===== src/rtl/rr_pkg.sv =====
// Shared types for the register-replay engine.
// Assumes config index map: 0 CTRL, 1 MODE, 2 START, 3 END, 4 LINE, 5 STATUS.
package rr_pkg;
    typedef enum logic [1:0] {
        TRIG_STOP   = 2'b00,
        TRIG_MANUAL = 2'b01,
        TRIG_VSYNC  = 2'b10,
        TRIG_LINE   = 2'b11
    } trig_e;

    typedef struct packed {
        logic  inc_en;
        logic  wr_en;
        trig_e trig;
    } mode_t;

    typedef enum logic [1:0] {
        ST_IDLE,
        ST_GET_ADDR,
        ST_GET_VAL,
        ST_WRITE
    } state_e;

    localparam logic [2:0] IDX_CTRL   = 3'd0;
    localparam logic [2:0] IDX_MODE   = 3'd1;
    localparam logic [2:0] IDX_START  = 3'd2;
    localparam logic [2:0] IDX_END    = 3'd3;
    localparam logic [2:0] IDX_LINE   = 3'd4;
    localparam logic [2:0] IDX_STATUS = 3'd5;
endpackage


===== src/rtl/rr_cfg_regs.sv =====
// Config register file: holds mode, list bounds and line number, and turns
// CTRL writes into one-cycle pulses. Assumes writes are single-cycle strobes.
module rr_cfg_regs
    import rr_pkg::*;
#(
    parameter int AW = 32,
    parameter int LW = 12
) (
    input  logic          clk,
    input  logic          rst_n,
    input  logic          cfg_we,
    input  logic [2:0]    cfg_addr,
    input  logic [31:0]   cfg_wdata,
    output logic [31:0]   cfg_rdata,
    input  logic          st_done,
    input  logic          st_err,
    input  logic          st_busy,
    output mode_t         mode,
    output logic [AW-1:0] start_addr,
    output logic [AW-1:0] end_addr,
    output logic [LW-1:0] line_match,
    output logic          sw_rst,
    output logic          irq_clr,
    output logic          kick
);
    logic ctrl_wr;

    // Decode CTRL strobes.
    always_comb begin
        ctrl_wr = cfg_we && (cfg_addr == IDX_CTRL);
        sw_rst  = ctrl_wr && cfg_wdata[0];
        irq_clr = ctrl_wr && cfg_wdata[1];
        kick    = ctrl_wr && cfg_wdata[2];
    end

    // Store the persistent configuration.
    always_ff @(posedge clk) begin
        if (!rst_n) begin
            mode       <= '0;
            start_addr <= '0;
            end_addr   <= '0;
            line_match <= '0;
        end else if (cfg_we) begin
            case (cfg_addr)
                IDX_MODE:  mode       <= mode_t'(cfg_wdata[3:0]);
                IDX_START: start_addr <= cfg_wdata[AW-1:0];
                IDX_END:   end_addr   <= cfg_wdata[AW-1:0];
                IDX_LINE:  line_match <= cfg_wdata[LW-1:0];
                default: ;
            endcase
        end
    end

    // Read multiplexer.
    always_comb begin
        cfg_rdata = '0;
        case (cfg_addr)
            IDX_MODE:   cfg_rdata[3:0]    = mode;
            IDX_START:  cfg_rdata[AW-1:0] = start_addr;
            IDX_END:    cfg_rdata[AW-1:0] = end_addr;
            IDX_LINE:   cfg_rdata[LW-1:0] = line_match;
            IDX_STATUS: cfg_rdata[2:0]    = {st_busy, st_err, st_done};
            default: ;
        endcase
    end
endmodule


===== src/rtl/rr_trigger.sv =====
// Trigger selection: produces a one-cycle start pulse from the selected event
// source. Assumes vsync and line_cnt are synchronous to clk.
module rr_trigger
    import rr_pkg::*;
#(
    parameter int LW = 12
) (
    input  logic          clk,
    input  logic          rst_n,
    input  trig_e         sel,
    input  logic          kick,
    input  logic          vsync,
    input  logic [LW-1:0] line_cnt,
    input  logic [LW-1:0] line_match,
    output logic          fire
);
    logic vs_q, eq_q, eq_now;

    assign eq_now = (line_cnt == line_match);

    // Remember previous event levels for edge detection.
    always_ff @(posedge clk) begin
        if (!rst_n) begin
            vs_q <= 1'b0;
            eq_q <= 1'b0;
        end else begin
            vs_q <= vsync;
            eq_q <= eq_now;
        end
    end

    // Pick the event of the selected kind.
    always_comb begin
        case (sel)
            TRIG_MANUAL: fire = kick;
            TRIG_VSYNC:  fire = vsync && !vs_q;
            TRIG_LINE:   fire = eq_now && !eq_q;
            default:     fire = 1'b0;
        endcase
    end
endmodule


===== src/rtl/rr_engine.sv =====
// Replay sequencer: validates the span, fetches each (address, value) pair with
// one read outstanding, issues it as a bus write, and handles stop and done.
// Assumes mem_rvalid answers the held request; stray responses in idle are dropped.
module rr_engine
    import rr_pkg::*;
#(
    parameter int AW       = 32,
    parameter int DW       = 32,
    parameter int MAX_DESC = 512
) (
    input  logic          clk,
    input  logic          rst_n,
    input  logic          sw_rst,
    input  logic          fire,
    input  mode_t         mode,
    input  logic [AW-1:0] start_addr,
    input  logic [AW-1:0] end_addr,
    input  logic          irq_clr,
    output logic          mem_req,
    output logic [AW-1:0] mem_addr,
    input  logic          mem_rvalid,
    input  logic [DW-1:0] mem_rdata,
    output logic          bus_wr,
    output logic [DW-1:0] bus_addr,
    output logic [DW-1:0] bus_wdata,
    input  logic          bus_ack,
    output logic          busy,
    output logic          done,
    output logic          err
);
    localparam int RW      = $clog2(MAX_DESC) + 1;
    localparam int MAX_SPN = MAX_DESC * 8;

    state_e        state;
    logic [AW-1:0] ptr;
    logic [RW-1:0] rem, idx;
    logic [DW-1:0] d_addr, d_val, base;
    logic          inc_q, stop_req, span_ok;
    logic [AW:0]   span;

    assign stop_req = (mode.trig == TRIG_STOP);

    // Span check: ordered bounds, whole entries, list fits, write flag set.
    always_comb begin
        span    = {1'b0, end_addr} - {1'b0, start_addr} + 1'b1;
        span_ok = (end_addr >= start_addr) && (span[2:0] == 3'b000)
               && (span <= (AW+1)'(MAX_SPN)) && mode.wr_en;
    end

    // Port outputs derived from the state.
    always_comb begin
        busy      = (state != ST_IDLE);
        mem_req   = (state == ST_GET_ADDR) || (state == ST_GET_VAL);
        mem_addr  = (state == ST_GET_VAL) ? ptr + AW'(4) : ptr;
        bus_wr    = (state == ST_WRITE);
        bus_wdata = d_val;
        bus_addr  = inc_q ? base + (DW'(idx) << 2) : d_addr;
    end

    // Sequencer state, list pointer and status flags.
    always_ff @(posedge clk) begin
        if (!rst_n || sw_rst) begin
            state  <= ST_IDLE;
            ptr    <= '0;
            rem    <= '0;
            idx    <= '0;
            d_addr <= '0;
            d_val  <= '0;
            base   <= '0;
            inc_q  <= 1'b0;
            done   <= 1'b0;
            err    <= 1'b0;
        end else begin
            if (irq_clr) begin
                done <= 1'b0;
                err  <= 1'b0;
            end
            case (state)
                ST_IDLE: if (fire) begin
                    if (span_ok) begin
                        ptr   <= start_addr;
                        rem   <= span[RW+2:3];
                        idx   <= '0;
                        inc_q <= mode.inc_en;
                        state <= ST_GET_ADDR;
                    end else begin
                        err <= 1'b1;
                    end
                end
                ST_GET_ADDR: if (mem_rvalid) begin
                    if (stop_req) state <= ST_IDLE;
                    else begin
                        d_addr <= mem_rdata;
                        if (idx == '0) base <= mem_rdata;
                        state <= ST_GET_VAL;
                    end
                end
                ST_GET_VAL: if (mem_rvalid) begin
                    if (stop_req) state <= ST_IDLE;
                    else begin
                        d_val <= mem_rdata;
                        state <= ST_WRITE;
                    end
                end
                ST_WRITE: if (bus_ack) begin
                    if (rem == RW'(1)) begin
                        done  <= 1'b1;
                        state <= ST_IDLE;
                    end else if (stop_req) begin
                        state <= ST_IDLE;
                    end else begin
                        ptr   <= ptr + AW'(8);
                        rem   <= rem - 1'b1;
                        idx   <= idx + 1'b1;
                        state <= ST_GET_ADDR;
                    end
                end
                default: state <= ST_IDLE;
            endcase
        end
    end

    // the read and write ports are never active together.
    p_one_port_r10: assert property (@(posedge clk) disable iff (!rst_n || sw_rst)
        !(mem_req && bus_wr));

    // a read request holds its address until answered.
    p_mem_hold_r10: assert property (@(posedge clk) disable iff (!rst_n || sw_rst)
        (mem_req && !mem_rvalid) |=> (mem_req && $stable(mem_addr)));

    // a bus write holds address and data until acknowledged.
    p_wr_hold_r1: assert property (@(posedge clk) disable iff (!rst_n || sw_rst)
        (bus_wr && !bus_ack) |=> (bus_wr && $stable(bus_addr) && $stable(bus_wdata)));

    // done rises only right after an acknowledged write.
    p_done_after_ack_r11: assert property (@(posedge clk) disable iff (!rst_n || sw_rst)
        $rose(done) |-> $past(bus_wr && bus_ack));

    // a rejected run leaves nothing in flight.
    p_err_no_run_r7: assert property (@(posedge clk) disable iff (!rst_n || sw_rst)
        $rose(err) |-> (!busy && !mem_req && !bus_wr));
endmodule


===== src/rtl/reg_replay_dma.sv =====
// Top of the register-replay engine: config registers, trigger selection and
// the replay sequencer. Assumes one clock domain and synchronous active-low reset.
module reg_replay_dma
    import rr_pkg::*;
#(
    parameter int AW       = 32,
    parameter int DW       = 32,
    parameter int LW       = 12,
    parameter int MAX_DESC = 512
) (
    input  logic          clk,
    input  logic          rst_n,
    input  logic          cfg_we,
    input  logic [2:0]    cfg_addr,
    input  logic [31:0]   cfg_wdata,
    output logic [31:0]   cfg_rdata,
    input  logic          vsync,
    input  logic [LW-1:0] line_cnt,
    output logic          mem_req,
    output logic [AW-1:0] mem_addr,
    input  logic          mem_rvalid,
    input  logic [DW-1:0] mem_rdata,
    output logic          bus_wr,
    output logic [DW-1:0] bus_addr,
    output logic [DW-1:0] bus_wdata,
    input  logic          bus_ack,
    output logic          irq
);
    mode_t         mode;
    logic [AW-1:0] start_addr, end_addr;
    logic [LW-1:0] line_match;
    logic          sw_rst, irq_clr, kick, fire, busy, done, err;

    rr_cfg_regs #(.AW(AW), .LW(LW)) u_regs (
        .clk, .rst_n, .cfg_we, .cfg_addr, .cfg_wdata, .cfg_rdata,
        .st_done(done), .st_err(err), .st_busy(busy),
        .mode, .start_addr, .end_addr, .line_match,
        .sw_rst, .irq_clr, .kick
    );

    rr_trigger #(.LW(LW)) u_trig (
        .clk, .rst_n, .sel(mode.trig), .kick, .vsync, .line_cnt,
        .line_match, .fire
    );

    rr_engine #(.AW(AW), .DW(DW), .MAX_DESC(MAX_DESC)) u_eng (
        .clk, .rst_n, .sw_rst, .fire, .mode, .start_addr, .end_addr, .irq_clr,
        .mem_req, .mem_addr, .mem_rvalid, .mem_rdata,
        .bus_wr, .bus_addr, .bus_wdata, .bus_ack,
        .busy, .done, .err
    );

    assign irq = done;
endmodule


===== config.mk =====
export PLATFORM = sky130hd
export DESIGN_NAME = reg_replay_dma
export DESIGN_NICKNAME = d
export VERILOG_FILES = /design/src/rtl/rr_pkg.sv /design/src/rtl/rr_cfg_regs.sv /design/src/rtl/rr_trigger.sv /design/src/rtl/rr_engine.sv /design/src/rtl/reg_replay_dma.sv
export SDC_FILE = /design/constraint.sdc
export NUM_CORES = 1
export LEC_CHECK = 0
export CAP_MARGIN = 25
export CORE_MARGIN = 3
export CORE_UTILIZATION = 30
export DETAILED_ROUTE_END_ITERATION = 8
export GPL_TIMING_DRIVEN = 0
export PLACE_DENSITY = 0.49
export SLEW_MARGIN = 20
export SYNTH_ARGS = -nofsm -noshare
export SYNTH_HDL_FRONTEND = slang
export SYNTH_SLANG_ARGS = --single-unit

===== constraint.sdc =====
create_clock -name clk -period 4 [get_ports clk]
set_input_delay 0.4 -clock clk [delete_from_list [all_inputs] [get_ports clk]]
set_output_delay 0.4 -clock clk [all_outputs]
set_load 0.03 [all_outputs]

* Word-level counts from Yosys, hierarchy flattened *
Index checks and enable logic that the tools add are counted.

cells by class
  $add $sub $neg = 7
  $lt $le $gt $ge = 2
  equality and inequality tests = 20
  multiplexer cells = 43
  bitwise logic cells = 1
  reduce and logical (&&, ||, !) cells = 31

operator list
  cell                   number
  $mux 32                7
  $mux 10                10
  $pmux 32 s2            1
  $pmux 10 s2            2
  $pmux 20 s2            1
  $add 33x1->33 const B  1
  $le 33x13->1 const B   1
  $sub 32x32->33         1
  $add 32x12->32         1
  $add 32x3->32 const B  1
  $add 32x4->32 const B  1
  $ge 32x32->1           1
  $pmux 8 s3             1
  $mux 2                 8
  $pmux 3 s5             1
  $eq 12x12->1           1
  $add 10x1->10 const B  1
  $eq 10x1->1 const B    1
  $logic_not 10->1       1
  $ne 2x2->1 const B     5
  $sub 10x1->10 const B  1
  $logic_and 1x1->1      9
  $mux 1                 9
  $reduce_and 3->1       3
  other kinds (19)       35

storage, ports and cells
  bits in registers = 235
  input port bits = 85
  output and inout bits = 131
  word-level logic and storage cells = 122

* Logic depth before layout (Yosys ltp) *
  depth in word-level cells = 9
  gate-level depth with buffers = 17
  gate-level depth less buffers = 16

* Cells and area by module *
Synthesis repeated with hierarchy kept, for this count alone.

second synthesis, totals
  cell total of the unflattened synthesis = 2116
  area, all modules = 16143.0 µm²

modules (own cells, without submodules)
  module       times used  cells an instance  area an instance (µm²)  sequential area each (µm²)
  rr_engine    1           1645               12126.6                 3062.9
  rr_cfg_regs  1           446                3799.9                  1601.5
  rr_trigger   1           25                 216.5                   40.0

* Worst setup path before layout *
OpenSTA, ideal clock, no wires.

  path type = flip-flop to flip-flop
  from = register u_regs.start_addr[1]
  to = register u_eng.ptr[15]
  arrival = 4.326 ns
  setup slack = -0.413 ns
  stages on the path, launching flop included = 18
  path buffers = 1
  period minus slack after synthesis = 4.413 ns
  cell sequence = dfxtp_1 inv_1 ha_1 inv_1 ha_1 inv_1 fa_1 o21bai_1 a221oi_4 o22ai_4 o31a_1 a211oi_1 or4_1 or4_4 o41ai_4 nand2_4 buf_6 o31ai_1

on the way
  word-level cells in the longest chain between the ends = 8
  elaborated cells between the ends (all ways) = 10
  those cells by class = add/sub: 2; order compare: 2; eq/ne: 1; reduce/logical: 5

ends and longest elaborated chain
  what                                                                    line               source
  from (decl)                                                             rr_cfg_regs.sv:19  output logic [AW-1:0] start_addr,
  from (signal assigned)                                                  rr_cfg_regs.sv:46  IDX_START: start_addr <= cfg_wdata[AW-1:0];
  parallel branches: the longest is 4 deep, another holds $sub 32x32->33  -
  $logic_and 1x1->1 * (2 in series)                                       rr_engine.sv:47    && (span <= (AW+1)'(MAX_SPN)) && mode.wr_en;
  $ne 2x1->1 (no source line) *                                           -
  $reduce_and 6->1 (no source line) *                                     -
  to (signal assigned)                                                    rr_engine.sv:81    ptr <= start_addr;
  to (signal assigned)                                                    rr_engine.sv:112   ptr <= ptr + AW'(8);
  to (decl)                                                               rr_engine.sv:35    logic [AW-1:0] ptr;

Mark *: on every way between the ends.
A chain may end at the register's enable or synchronous reset.

* Final worst setup path *
  from = register u_regs.start_addr[18]
  to = register u_eng.idx[4]

on the way
  word-level cells in the longest chain between the ends = 7
  elaborated cells between the ends (all ways) = 9
  those cells by class = add/sub: 2; order compare: 2; eq/ne: 1; reduce/logical: 4

ends and longest elaborated chain
  what                                 line              source
  $sub 32x32->33                       rr_engine.sv:45   span = {1'b0, end_addr} - {1'b0, start_addr} + 1'b1;
  $add 33x1->33                        rr_engine.sv:45
  $le 33x13->1                         rr_engine.sv:47
  $logic_and 1x1->1 * (2 in series)    rr_engine.sv:47
  $ne 2x1->1 (no source line) *        -
  $reduce_and 6->1 (no source line) *  -
  to (signal assigned)                 rr_engine.sv:114  idx <= idx + 1'b1;
  to (decl)                            rr_engine.sv:36   logic [RW-1:0] rem, idx;

Every way passes the cells marked *; elsewhere a longest branch is shown, timed or not.

==> results_dict.tcl <==
set metrics [dict create \
    status "finished with violations" \
    failed_checks "negative setup slack" \
    ir_drop_v 0.000343 \
    critPathLaunchType "flop" \
    max_cap_viol_count 0 \
    ctsHoldBuffers 0 \
    ios 216 \
    synth_seq_cells 235 \
    synth.avg_cell_area_um2 7.40 \
    crit_fanout 5 \
    antenna_found_initial 0 \
    clock-sinks 235 \
    synth_cell_types 83 \
    grt_pass1_vias 16300 \
    regToRegEndpoint "u_eng.idx[4]$_SDFFE_PP0P_" \
    cts_max_path_buffers 3 \
    place_worst_setup_slack_ns -1.39 \
    path_class "flop to flop" \
    cp.buffers_inverters 5 \
    worstSetupEndpointType "flop" \
    worst_slew_margin_rel_pct 10.9 \
    gp_congestion 0.936 \
    drtPass1Iterations 6 \
    fin_crit_ns 4.47 \
    crit_path_cell_trace "inv_4 -> ha_4 -> inv_2 -> fa_1 -> buf_6 -> and4bb_2 -> and2_4 -> or4b_4 -> nand3b_1 -> mux2_4 -> o311ai_4 -> or4_4 -> o41a_1 -> buf_6 -> clkbuf_16 -> o311ai_4 -> o41ai_2" \
    final_nets 2625 \
    ant_nets 0 \
    finalHoldViolCount 0 \
    synth_top_cells_by_area "dfxtp_1, nand2_1, a21oi_1" \
    clkTransAtPathRegs_ns 0.06 \
    fin_ws_ns -0.467 \
    slowest_delay_ns 0.48 \
    yosysMostFrequentCell "nand2_1" \
    die_area_mm2 0.0547 \
    worstHoldStart "cfg_wdata[26]" \
    viasPerCell 5.38 \
    wl_mm 65.3 \
    synth-edff-count 0 \
    routedWlPerCell_um 20.9 \
    track_usage_pct 22.9 \
    htreeDepth 1 \
    synth_common_cells "nand2_1, a21oi_1, dfxtp_1" \
    drive_above_1_share_pct 17.7 \
    tightest_slew_ns 1.34 \
    synth_top_area_share_pct 30.2 \
    fin_skew_ns 0.0291 \
    min_period_over_period_pct 112 \
    timing.hold.ws_ns 0.400 \
    port_buffers 213 \
    drt_iter0_markers 1231 \
    min_path_cells 3 \
    syn_nets 2295 \
    coreArea_mm2 0.0508 \
    ys.flop_type "dfxtp_1" \
    hpwl_mm 49.3 \
    grt_max_degree 16 \
    die_h_um 234 \
    vias 16800 \
    min_delay_worst_endpoint "u_regs.start_addr[26]$_SDFFE_PN0P_" \
    grt-ovfl-total 0 \
    grt_pass1_wl_mm 98.1 \
    finalPower_uw 6540 \
    rsz0062_at_grt "true" \
    insertion_delay_ns 0.60 \
    reg2reg_slack_ns -0.47 \
    seq_area_frac_synth_pct 30.2 \
    n_antenna_cell 0 \
    tritoncts "built" \
    synth_warnings 0 \
    syn_inst 2107 \
    die_w_um 234 \
    crit_slowest_cell "or4b_4" \
    setup_viol 56 \
    synth.largest_area_cell "dfxtp_1" \
    worstPathArrival_ns 4.92 \
    fin_area_mm2 0.0221 \
    syn_area_mm2 0.0156 \
    rr_worst_depth 17 \
    drc 0 \
    initial_core_util_pct 30.7 \
    hold_path.class "input port to flop" \
    cts_made_buffers 30 \
    areaGrowthSynthToFinish_pct 41.6 \
    cts-root-buf "clkbuf_16" \
    finalMaxSlewViolations 0 \
    r2r-start "u_regs.start_addr[18]$_SDFFE_PN0P_" \
    power_density_mw_per_mm2 296 \
    path_delay_family "simple AND/OR/NAND/NOR gates" \
    required_ns 4.45 \
    placed_cell_area_mm2 0.0187 \
    max_freq_ghz 0.224 \
    fp-row-count 82 \
    cellLeakagePower_uw 0.00803 \
    async_reset_ff_share_pct 0 \
]
-- area by class of cell --
| type | instances | area [um^2] |
|---|---|---|
| Buffer | 137 | 736 |
| Clock buffer | 43 | 880 |
| Clock inverter | 11 | 101 |
| Fill cell | 5173 | 28700 |
| Inverter | 94 | 365 |
| Multi-Input combinational cell | 1635 | 11400 |
| Sequential cell | 235 | 4800 |
| Tap cell | 672 | 841 |
| Timing Repair Buffer | 304 | 2960 |
-- layer usage --
layer | wire, um | part of all wire [%] | GRT usage, % | vias up
met4 | 2220 | 3.4 | 7.08 | 0
li1 | - | - | - | 8090
met1 | 29500 | 45 | 31.8 | 8099
met3 | 3970 | 6.1 | 3.04 | 111
met2 | 29600 | 45 | 37.0 | 547
met5 | 0 | 0 | 0 | -
-- repair_timing --
action	4_1_cts	5_1_grt
pin swaps	77	58
resized for setup	326	129
setup buffers	62	18
cloned	6	0
endpoints found under the setup margin	94	90
-- state kept, by name (all words and copies together), names as in the netlist --
name and cells:
u_eng.d_addr 32, u_trig.eq_q 1, u_regs.line_match 12, u_regs.start_addr 32, u_regs.mode 4, u_eng.inc_q 1
u_eng.idx 10, u_eng.base 32, u_regs.end_addr 32, u_eng.ptr 32, u_eng.state 2, u_eng.bus_wdata 32
u_eng.done 1, u_trig.vs_q 1, u_eng.rem 10, u_eng.err 1
-- through the flow --
stage / std cells / util (%) / TNS, ns
2_1_floorplan: 2107 / - / -3.71
4_1_cts: 3109 / 42.0 / -19.73
5_1_grt: 3131 / 43.5 / -27.37
6_report: 3131 / 43.5 / -21.27
3_5_place_dp: 2993 / 36.9 / -74.64
3_3_place_gp: 2992 / 36.8 / -77.68
-- cell families (layout without fill, tap and decap cells) --
kind of cell             after synthesis  in the layout  synth area share [%]
flip-flops                           235            235                  30.2
AND/OR/NAND/NOR                      844            844                  24.5
multiplexers                          51             51                  3.37
XOR/XNOR                              79             79                  4.44
adder cells (fa/ha/maj)              103            103                  9.09
AO/OA/AOI/OAI                        558            558                  22.4
buffers and inverters                237            589                  6.00
-- worst max-delay path by stage --
stage	startpoint	end	cells after the start
finish	u_regs.start_addr[18]$_SDFFE_PN0P_	u_eng.idx[4]$_SDFFE_PP0P_	17
detailed placement	u_regs.start_addr[26]$_SDFFE_PN0P_	u_eng.ptr[29]$_SDFFE_PP0P_	15
CTS	u_regs.start_addr[20]$_SDFFE_PN0P_	u_eng.ptr[3]$_SDFFE_PP0P_	16
global route	u_regs.start_addr[20]$_SDFFE_PN0P_	u_eng.ptr[23]$_SDFFE_PP0P_	16
global placement	u_regs.start_addr[23]$_SDFFE_PN0P_	u_eng.ptr[29]$_SDFFE_PP0P_	14
floorplan	u_regs.start_addr[1]$_SDFFE_PN0P_	u_eng.ptr[15]$_SDFFE_PP0P_	17
-- tightest hold or removal path, delay by kind of cell --
kind,cells,cell delay [ns]
AOI/OAI and AO/OA,1,0.05
buffers and inverters,1,0.42
and+or+nand+nor,1,0.06
-- power by group --
part	total [uW]	switching, uW	internal, uW
combinational	1430	815	618
clock	2710	1130	1590
sequential	2400	38.0	2360
total	6540	1980	4560
-- cells in the final DEF (no fill, tap or decap), types with 12 or more instances in the layout --
master / synthesis / layout
nand2_1: 440 / 436
a21oi_1: 265 / 252
dfxtp_1: 235 / 195
clkdlybuf4s50_1: 0 / 180
nor2_1: 146 / 143
clkbuf_1: 122 / 114
buf_4: 5 / 81
inv_1: 92 / 70
ha_1: 86 / 68
nand3_1: 62 / 60
xor2_1: 55 / 54
o21ai_0: 63 / 42
mux2i_1: 39 / 39
clkbuf_16: 0 / 39
o311ai_4: 0 / 32
nor3_1: 31 / 28
nand4_1: 26 / 26
xnor2_1: 24 / 23
a31oi_1: 25 / 22
dfxtp_2: 0 / 22
and3_1: 22 / 20
o31ai_1: 33 / 20
inv_2: 2 / 19
dfxtp_4: 0 / 18
o211ai_1: 16 / 16
buf_6: 2 / 16
o21ai_1: 2 / 15
a21o_1: 16 / 14
nand2b_1: 13 / 13
and2_1: 15 / 13
nor2b_1: 20 / 12
fa_2: 0 / 12
Note: power is estimated with default switching activity, not from simulation.
